--- config.mk ---
export PLATFORM = sky130hd
export DESIGN_NAME = irq_status_unit
export DESIGN_NICKNAME = d
export VERILOG_FILES = /design/src/rtl/isu_pkg.sv /design/src/rtl/isu_decode.sv /design/src/rtl/isu_status_reg.sv /design/src/rtl/isu_mask_reg.sv /design/src/rtl/isu_irq_gen.sv /design/src/rtl/irq_status_unit.sv
export SDC_FILE = /design/constraint.sdc
export NUM_CORES = 1
export LEC_CHECK = 0
export BUFFER_PORTS_ARGS = -buffer_cell sky130_fd_sc_hd__buf_2
export CAP_MARGIN = 25
export CELL_PAD_IN_SITES_DETAIL_PLACEMENT = 0
export CELL_PAD_IN_SITES_GLOBAL_PLACEMENT = 1
export CORE_MARGIN = 4
export CORE_UTILIZATION = 33
export CTS_CLUSTER_SIZE = 30
export DETAILED_ROUTE_END_ITERATION = 10
export PLACE_DENSITY_LB_ADDON = 0.12
export SETUP_SLACK_MARGIN = 0.3
export SYNTH_ARGS = -nofsm -noshare
export SYNTH_HDL_FRONTEND = slang
export SYNTH_SLANG_ARGS = --single-unit
--- constraint.sdc ---
create_clock -name clk -period 2.03 [get_ports clk]
set_input_delay 0.406 -clock clk [delete_from_list [all_inputs] [get_ports clk]]
set_output_delay 0.406 -clock clk [all_outputs]
set_load 0.03 [all_outputs]
--- src/rtl/isu_pkg.sv ---
// Shared constants and types of the interrupt status unit.
// Assumes a 32-bit status word reached through a 16-bit register bus.
package isu_pkg;
    localparam int HW_W    = 16;
    localparam int REG_W   = 32;
    localparam int HALVES  = REG_W / HW_W;

    // Status bit positions
    localparam int B_CMD_END  = 0;
    localparam int B_DAT_END  = 2;
    localparam int B_CARD_OUT = 3;
    localparam int B_CARD_IN  = 4;
    localparam int B_WPROT    = 5;
    localparam int B_CRC_ERR  = 8;
    localparam int B_DAT_TMO  = 9;
    localparam int B_CMD_TMO  = 10;
    localparam int B_RX_OVF   = 16;
    localparam int B_TX_UNDR  = 17;
    localparam int B_RX_RDY   = 24;
    localparam int B_TX_REQ   = 25;

    localparam logic [REG_W-1:0] LATCHED =
        (REG_W'(1) << B_CMD_END) | (REG_W'(1) << B_DAT_END) |
        (REG_W'(1) << B_CARD_OUT) | (REG_W'(1) << B_CARD_IN) |
        (REG_W'(1) << B_CRC_ERR) | (REG_W'(1) << B_DAT_TMO) |
        (REG_W'(1) << B_CMD_TMO) | (REG_W'(1) << B_RX_OVF) |
        (REG_W'(1) << B_TX_UNDR) | (REG_W'(1) << B_RX_RDY) |
        (REG_W'(1) << B_TX_REQ);

    // Bits allowed to reach the interrupt line (the live level is excluded)
    localparam logic [REG_W-1:0] IRQ_SRC = LATCHED;

    typedef enum logic [2:0] {
        RD_NONE, RD_STAT_LO, RD_STAT_HI, RD_MASK_LO, RD_MASK_HI
    } rd_sel_e;
endpackage

--- src/rtl/isu_decode.sv ---
// Halfword address decoder: turns a byte offset and write strobe into
// per-halfword write enables for both registers and a read selector.
// Assumes offsets are halfword aligned; any other offset selects nothing.
module isu_decode
    import isu_pkg::*;
#(
    parameter int ADDR_W = 9,
    parameter logic [ADDR_W-1:0] STAT_OFS = 9'h01C,
    parameter logic [ADDR_W-1:0] MASK_OFS = 9'h020
) (
    input  logic [ADDR_W-1:0] addr,
    input  logic              wr,
    output logic [HALVES-1:0] stat_we,
    output logic [HALVES-1:0] mask_we,
    output rd_sel_e           rd_sel
);
    localparam logic [ADDR_W-1:0] HALF_STEP = ADDR_W'(HW_W / 8);

    // Match the offset against each halfword of each register
    always_comb begin
        stat_we = '0;
        mask_we = '0;
        rd_sel  = RD_NONE;
        if (addr == STAT_OFS) begin
            stat_we[0] = wr;
            rd_sel     = RD_STAT_LO;
        end else if (addr == STAT_OFS + HALF_STEP) begin
            stat_we[1] = wr;
            rd_sel     = RD_STAT_HI;
        end else if (addr == MASK_OFS) begin
            mask_we[0] = wr;
            rd_sel     = RD_MASK_LO;
        end else if (addr == MASK_OFS + HALF_STEP) begin
            mask_we[1] = wr;
            rd_sel     = RD_MASK_HI;
        end
    end
endmodule

--- src/rtl/isu_status_reg.sv ---
// Latched event status. Pulses set bits; halfword writes clear bits
// written as 0. A pulse beats a clear on the same bit in the same cycle.
// Assumes pulses last one cycle; only the LATCHED bits have storage.
module isu_status_reg
    import isu_pkg::*;
(
    input  logic              clk,
    input  logic              rst_n,
    input  logic [REG_W-1:0]  evt,
    input  logic [HALVES-1:0] we,
    input  logic [HW_W-1:0]   wdata,
    output logic [REG_W-1:0]  stat_q
);
    logic [REG_W-1:0] keep;
    logic [REG_W-1:0] stat_d;

    // Build the keep vector: written halfwords keep only their 1 bits
    always_comb begin
        keep = '1;
        for (int h = 0; h < HALVES; h++) begin
            if (we[h]) keep[h*HW_W +: HW_W] = wdata;
        end
        stat_d = ((stat_q & keep) | evt) & LATCHED;
    end

    // Status storage with synchronous reset
    always_ff @(posedge clk) begin
        if (!rst_n) stat_q <= '0;
        else        stat_q <= stat_d;
    end

    AST_EVT_WINS: assert property (@(posedge clk) disable iff (!rst_n)
        ((evt & LATCHED) != '0) |=> ((stat_q & $past(evt & LATCHED)) == $past(evt & LATCHED)));
    AST_NO_SPURIOUS_SET: assert property (@(posedge clk) disable iff (!rst_n)
        1'b1 |=> ((stat_q & ~$past(stat_q) & ~$past(evt)) == '0));
    AST_ONLY_LATCHED: assert property (@(posedge clk) disable iff (!rst_n)
        1'b1 |=> ((stat_q & ~LATCHED) == '0));
endmodule

--- src/rtl/isu_mask_reg.sv ---
// Interrupt enable mask, 1 = source blocked. Halfword loadable.
// Assumes a reset value of all ones so every source starts blocked.
module isu_mask_reg
    import isu_pkg::*;
(
    input  logic              clk,
    input  logic              rst_n,
    input  logic [HALVES-1:0] we,
    input  logic [HW_W-1:0]   wdata,
    output logic [REG_W-1:0]  mask_q
);
    // One storage slice per halfword
    for (genvar h = 0; h < HALVES; h++) begin : g_half
        always_ff @(posedge clk) begin
            if (!rst_n)     mask_q[h*HW_W +: HW_W] <= '1;
            else if (we[h]) mask_q[h*HW_W +: HW_W] <= wdata;
        end
    end

    AST_MASK_LOAD_LO: assert property (@(posedge clk) disable iff (!rst_n)
        we[0] |=> (mask_q[HW_W-1:0] == $past(wdata)));
    AST_MASK_HOLD: assert property (@(posedge clk) disable iff (!rst_n)
        (we == '0) |=> $stable(mask_q));
endmodule

--- src/rtl/isu_irq_gen.sv ---
// Interrupt generator: ORs the latched, unmasked bits into one
// registered active-high line, so the output cannot glitch.
// Assumes status and mask come straight from registers.
module isu_irq_gen
    import isu_pkg::*;
(
    input  logic             clk,
    input  logic             rst_n,
    input  logic [REG_W-1:0] stat,
    input  logic [REG_W-1:0] mask,
    output logic             irq_q
);
    logic [REG_W-1:0] pending;

    // Pending vector: latched, allowed and not masked
    always_comb pending = stat & IRQ_SRC & ~mask;

    // Registered interrupt line
    always_ff @(posedge clk) begin
        if (!rst_n) irq_q <= 1'b0;
        else        irq_q <= |pending;
    end

    AST_IRQ_RAISE: assert property (@(posedge clk) disable iff (!rst_n)
        (pending != '0) |=> irq_q);
    AST_IRQ_DROP: assert property (@(posedge clk) disable iff (!rst_n)
        (pending == '0) |=> !irq_q);
endmodule

--- src/rtl/irq_status_unit.sv ---
// Top of the interrupt status unit: address decode, latched status,
// mask and interrupt generation, plus the halfword read mux.
// Assumes a 16-bit register bus with combinational reads.
module irq_status_unit
    import isu_pkg::*;
#(
    parameter int ADDR_W = 9,
    parameter logic [ADDR_W-1:0] STAT_OFS = 9'h01C,
    parameter logic [ADDR_W-1:0] MASK_OFS = 9'h020
) (
    input  logic              clk,
    input  logic              rst_n,
    input  logic [ADDR_W-1:0] reg_addr,
    input  logic              reg_wr,
    input  logic [HW_W-1:0]   reg_wdata,
    output logic [HW_W-1:0]   reg_rdata,
    input  logic [REG_W-1:0]  evt_pulse,
    input  logic              wp_level,
    output logic              irq
);
    logic [HALVES-1:0] stat_we;
    logic [HALVES-1:0] mask_we;
    rd_sel_e           rd_sel;
    logic [REG_W-1:0]  stat_q;
    logic [REG_W-1:0]  mask_q;
    logic [REG_W-1:0]  stat_view;

    isu_decode #(.ADDR_W(ADDR_W), .STAT_OFS(STAT_OFS), .MASK_OFS(MASK_OFS)) u_dec (
        .addr(reg_addr), .wr(reg_wr), .stat_we(stat_we), .mask_we(mask_we), .rd_sel(rd_sel)
    );

    isu_status_reg u_stat (
        .clk(clk), .rst_n(rst_n), .evt(evt_pulse), .we(stat_we),
        .wdata(reg_wdata), .stat_q(stat_q)
    );

    isu_mask_reg u_mask (
        .clk(clk), .rst_n(rst_n), .we(mask_we), .wdata(reg_wdata), .mask_q(mask_q)
    );

    isu_irq_gen u_irq (
        .clk(clk), .rst_n(rst_n), .stat(stat_q), .mask(mask_q), .irq_q(irq)
    );

    // Merge the live write-protect level into the visible status word
    always_comb begin
        stat_view = stat_q;
        stat_view[B_WPROT] = wp_level;
    end

    // Halfword read mux
    always_comb begin
        unique case (rd_sel)
            RD_STAT_LO: reg_rdata = stat_view[HW_W-1:0];
            RD_STAT_HI: reg_rdata = stat_view[REG_W-1:HW_W];
            RD_MASK_LO: reg_rdata = mask_q[HW_W-1:0];
            RD_MASK_HI: reg_rdata = mask_q[REG_W-1:HW_W];
            default:    reg_rdata = '0;
        endcase
    end

    AST_RESET_QUIET: assert property (@(posedge clk)
        !rst_n |=> !irq);
    AST_WP_NO_IRQ: assert property (@(posedge clk) disable iff (!rst_n)
        ((stat_q & ~mask_q & ~(REG_W'(1) << B_WPROT)) == '0) |=> !irq);
endmodule

==> results by group <==
Power
  – Sw frac: 24.1%
  – Psw: 0.000438 W
  – Final Power: 0.00182 W
  – Pint: 0.00138 W
  – Comb pwr share: 11.1%
  – Seq pwr share: 49.0%
  – Pleak: 1.35 nW
  – Pwr/cell area: 567 mW/mm²
  – Maximum vdd drop: 296 µV
  – Clock power frac: 40.0%

Clocking
  – # hold bufs at CTS: 0
  – Sink Count: 44
  – Root Buffer Master: clkbuf_8
  – CTS buffer count: 5
  – H-tree Lvls: 2
  – Clk slew on worst S/H paths: 0.09 ns
  – Max Root-Sink Buffers: 2
  – Clock Latency Late Sink: 0.30 ns
  – CTS tree: built

Placement
  – IO buf count: 56
  – DP HPWL: 4370 µm
  – Placed cell areas: 0.00282 mm²
  – RePlAce Congestion: 0.705

Route
  – DR iter-0 viols: 82
  – DRC: 0
  – Post-route ant nets: 0
  – Drt first pass iters: 4
  – Wirelength, routed: 6250 µm
  – Post-DR vias/cell: 5.08
  – Detailed-route via count: 1998
  – WL/cell: 15.9 µm

Worst setup path
  – Cells on worst reg2reg path: 3
  – Most used cell, CP: buf_6
  – Worst setup SP type: input pin
  – CP startpoint: reg_addr[6]
  – Worst path arrival time: 1.81 ns
  – Worst R2R End: u_irq.irq_q
  – Crit Path Class: input pin to output pin
  – CP Cell Sequence: buf_6 -> or4_4 -> nor3_4 -> buf_6 -> a221o_2 -> buf_6
  – Worst path buffer plus inverter count: 3
  – WP data required: 1.62 ns
  – Max incr delay on CP: 0.60 ns
  – Worst Setup End Kind: output pin
  – Worst R2R Start: u_mask.mask_q[0]
  – FF-to-FF setup slack: 0.96 ns
  – Crit Path Max Fanout: 6
  – CP max stage cell: or4_4
  – CP top delay family: simple AND/OR/NAND/NOR gates

Timing
  – Fin Clk Skew: 0.00606 ns
  – Final period util: 109%
  – # setup viols final: 16
  – Max-slew violations: 0
  – Setup TNS: -2.36 ns
  – Worst hold slack: 0.359 ns
  – Fmax: 451 MHz
  – Least-Margin Pin Slew: 0.421 ns
  – Final WS setup: -0.185 ns
  – Slew HR: 71.9%
  – Final Critical Period: 2.22 ns
  – RSZ-0062 raised after global routing: yes
  – Final Hold Viols: 0

GRT
  – Global-route usage over all layers: 15.9%
  – Vias in the first global route: 2065
  – Antenna violations before repair: 0
  – Grt met3 use: 4.17%
  – Busiest grt layer: met2
  – Routing usage on met2: 25.6%
  – First-pass GRT wire length: 10400 µm
  – Largest net degree at the start of global routing: 61
  – M1 GR Usage: 21.6%
  – GR Overflow Total: 0

Layout
  – Register area: 881 µm²
  – Multi-input gate area: 0.00138 mm²
  – Fillcell total: 620
  – Area delta synth->final: 45.3%
  – Ratio of cells with drive above 1 in the final layout: 39.6%
  – Post-Layout Inst Area: 0.00321 mm²
  – Antenna Cells: 0
  – Nets: 376

Worst hold path
  – Hold path start: reg_wdata[13]
  – Hold Path End: u_mask.mask_q[13]
  – Hold Path Depth: 3
  – Hold/Removal Path Class: input pin to flop

Synth
  – Synth Register Bits: 44
  – Synth Cell Area: 0.00221 mm²
  – EDFF count, synth: 0
  – Top-area cell type share of the netlist area: 39.9%
  – Top cells by area, synth: dfxtp_1 (40%), mux2i_1 (15%), nor2b_1 (14%)
  – Post-synth cell types: 33
  – Ranking of synthesized cells by instance count: nor2b_1 (49), dfxtp_1 (44), mux2i_1 (32)
  – Syn nets: 299
  – Syn. warnings: 0
  – Most common cell in the netlist: nor2b_1
  – Synth Instances: 238
  – Synth area leader: dfxtp_1
  – Post-Syn Area per Cell: 9.27 µm²
  – Synth Flop Type: dfxtp_1
  – FFs w/ async S/R, synth: 0%
  – Seq/Total Area, Yosys: 39.9%

Outcome
  – Status: finished with violations
  – Failing checks: negative setup slack

Floorplanning
  – Initial core utilization: 34.4%
  – Row Count: 29
  – Core area: 0.00642 mm²
  – Die area: 0.00806 mm²
  – Die X: 89.8 µm
  – Total I/O pin count: 78
  – Die Height: 89.8 µm

Job
  – Max-Cap Viols: 0
==> power by group through the flow <==
stage / Sequential, W / Clock, W / Combinational, W
2_1_floorplan: 0.000906 / 0 / 0.0000924
3_3_place_gp: 0.000910 / 0 / 0.000180
3_5_place_dp: 0.000910 / 0 / 0.000181
4_1_cts: 0.000890 / 0.000743 / 0.000200
5_1_grt: 0.000893 / 0.000775 / 0.000221
6_report: 0.000890 / 0.000727 / 0.000201
==> worst register-to-register path: cells and delay by family, from the launching register on <==
kind	cells	cell delay [ns]
compound gates	2	0.46
flops	1	0.37
simple gates	1	0.14
==> metal layers <==
layer / wire (µm) / vias to the layer above
li1: - / 1007
met1: 3090 / 945
met2: 2830 / 41
met3: 274 / 5
met4: 49 / 0
met5: 0 / -
==> what timing repair did <==
action,in CTS,in global routing
endpoints found under the setup margin,30,30
gates cloned,2,0
resized for setup,53,2
buffers inserted,3,0
pin swaps,12,2
==> final cells by class <==
class	instances	area share, %
multi-input combinational	169	42.9
clock buffer	6	2.58
inverter	6	0.702
sequential	44	27.5
timing repair buffer	89	22.1
tap	77	3.00
clock inverter	2	1.21
==> cells in the final DEF, fill, tap and decap left out, types with 7 or more instances in the layout <==
| cell type | n |
|---|---|
| a31oi_1 | 7 |
| buf_4 | 24 |
| nor2b_1 | 49 |
| dfxtp_1 | 44 |
| mux2i_1 | 32 |
| nor2_1 | 8 |
| buf_2 | 38 |
| nand2b_1 | 7 |
| o21ai_0 | 11 |
| buf_6 | 23 |
==> stage by stage <==
step           setup slack (ns)  cells  utilization, %
2_1_floorplan            0.0353    238               -
3_3_place_gp             -0.283    380            43.9
3_5_place_dp             -0.277    380            43.9
4_1_cts                  -0.197    393            49.7
5_1_grt                  -0.248    393            49.9
6_report                 -0.185    393            49.9
==> cell families after synthesis <==
logic type	count (synthesis)	synth area share (%)
mux	32	14.5
flops	44	39.9
buf+inv	25	5.61
simple gates	89	24.4
compound gates	48	15.5
==> worst max-delay path by stage <==
stage / end / cells after the start
6_report: reg_rdata[2] / 6
5_1_grt: reg_rdata[2] / 6
4_1_cts: reg_rdata[2] / 6
3_5_place_dp: reg_rdata[2] / 6
3_3_place_gp: reg_rdata[2] / 6
2_1_floorplan: reg_rdata[2] / 4
==> registers in the layout, summed over array words and instances, names as in the netlist <==
| signal | cells |
|---|---|
| u_irq.irq_q | 1 |
| u_stat.stat_q | 11 |
| u_mask.mask_q | 32 |
(Power assumes the default switching activity.)
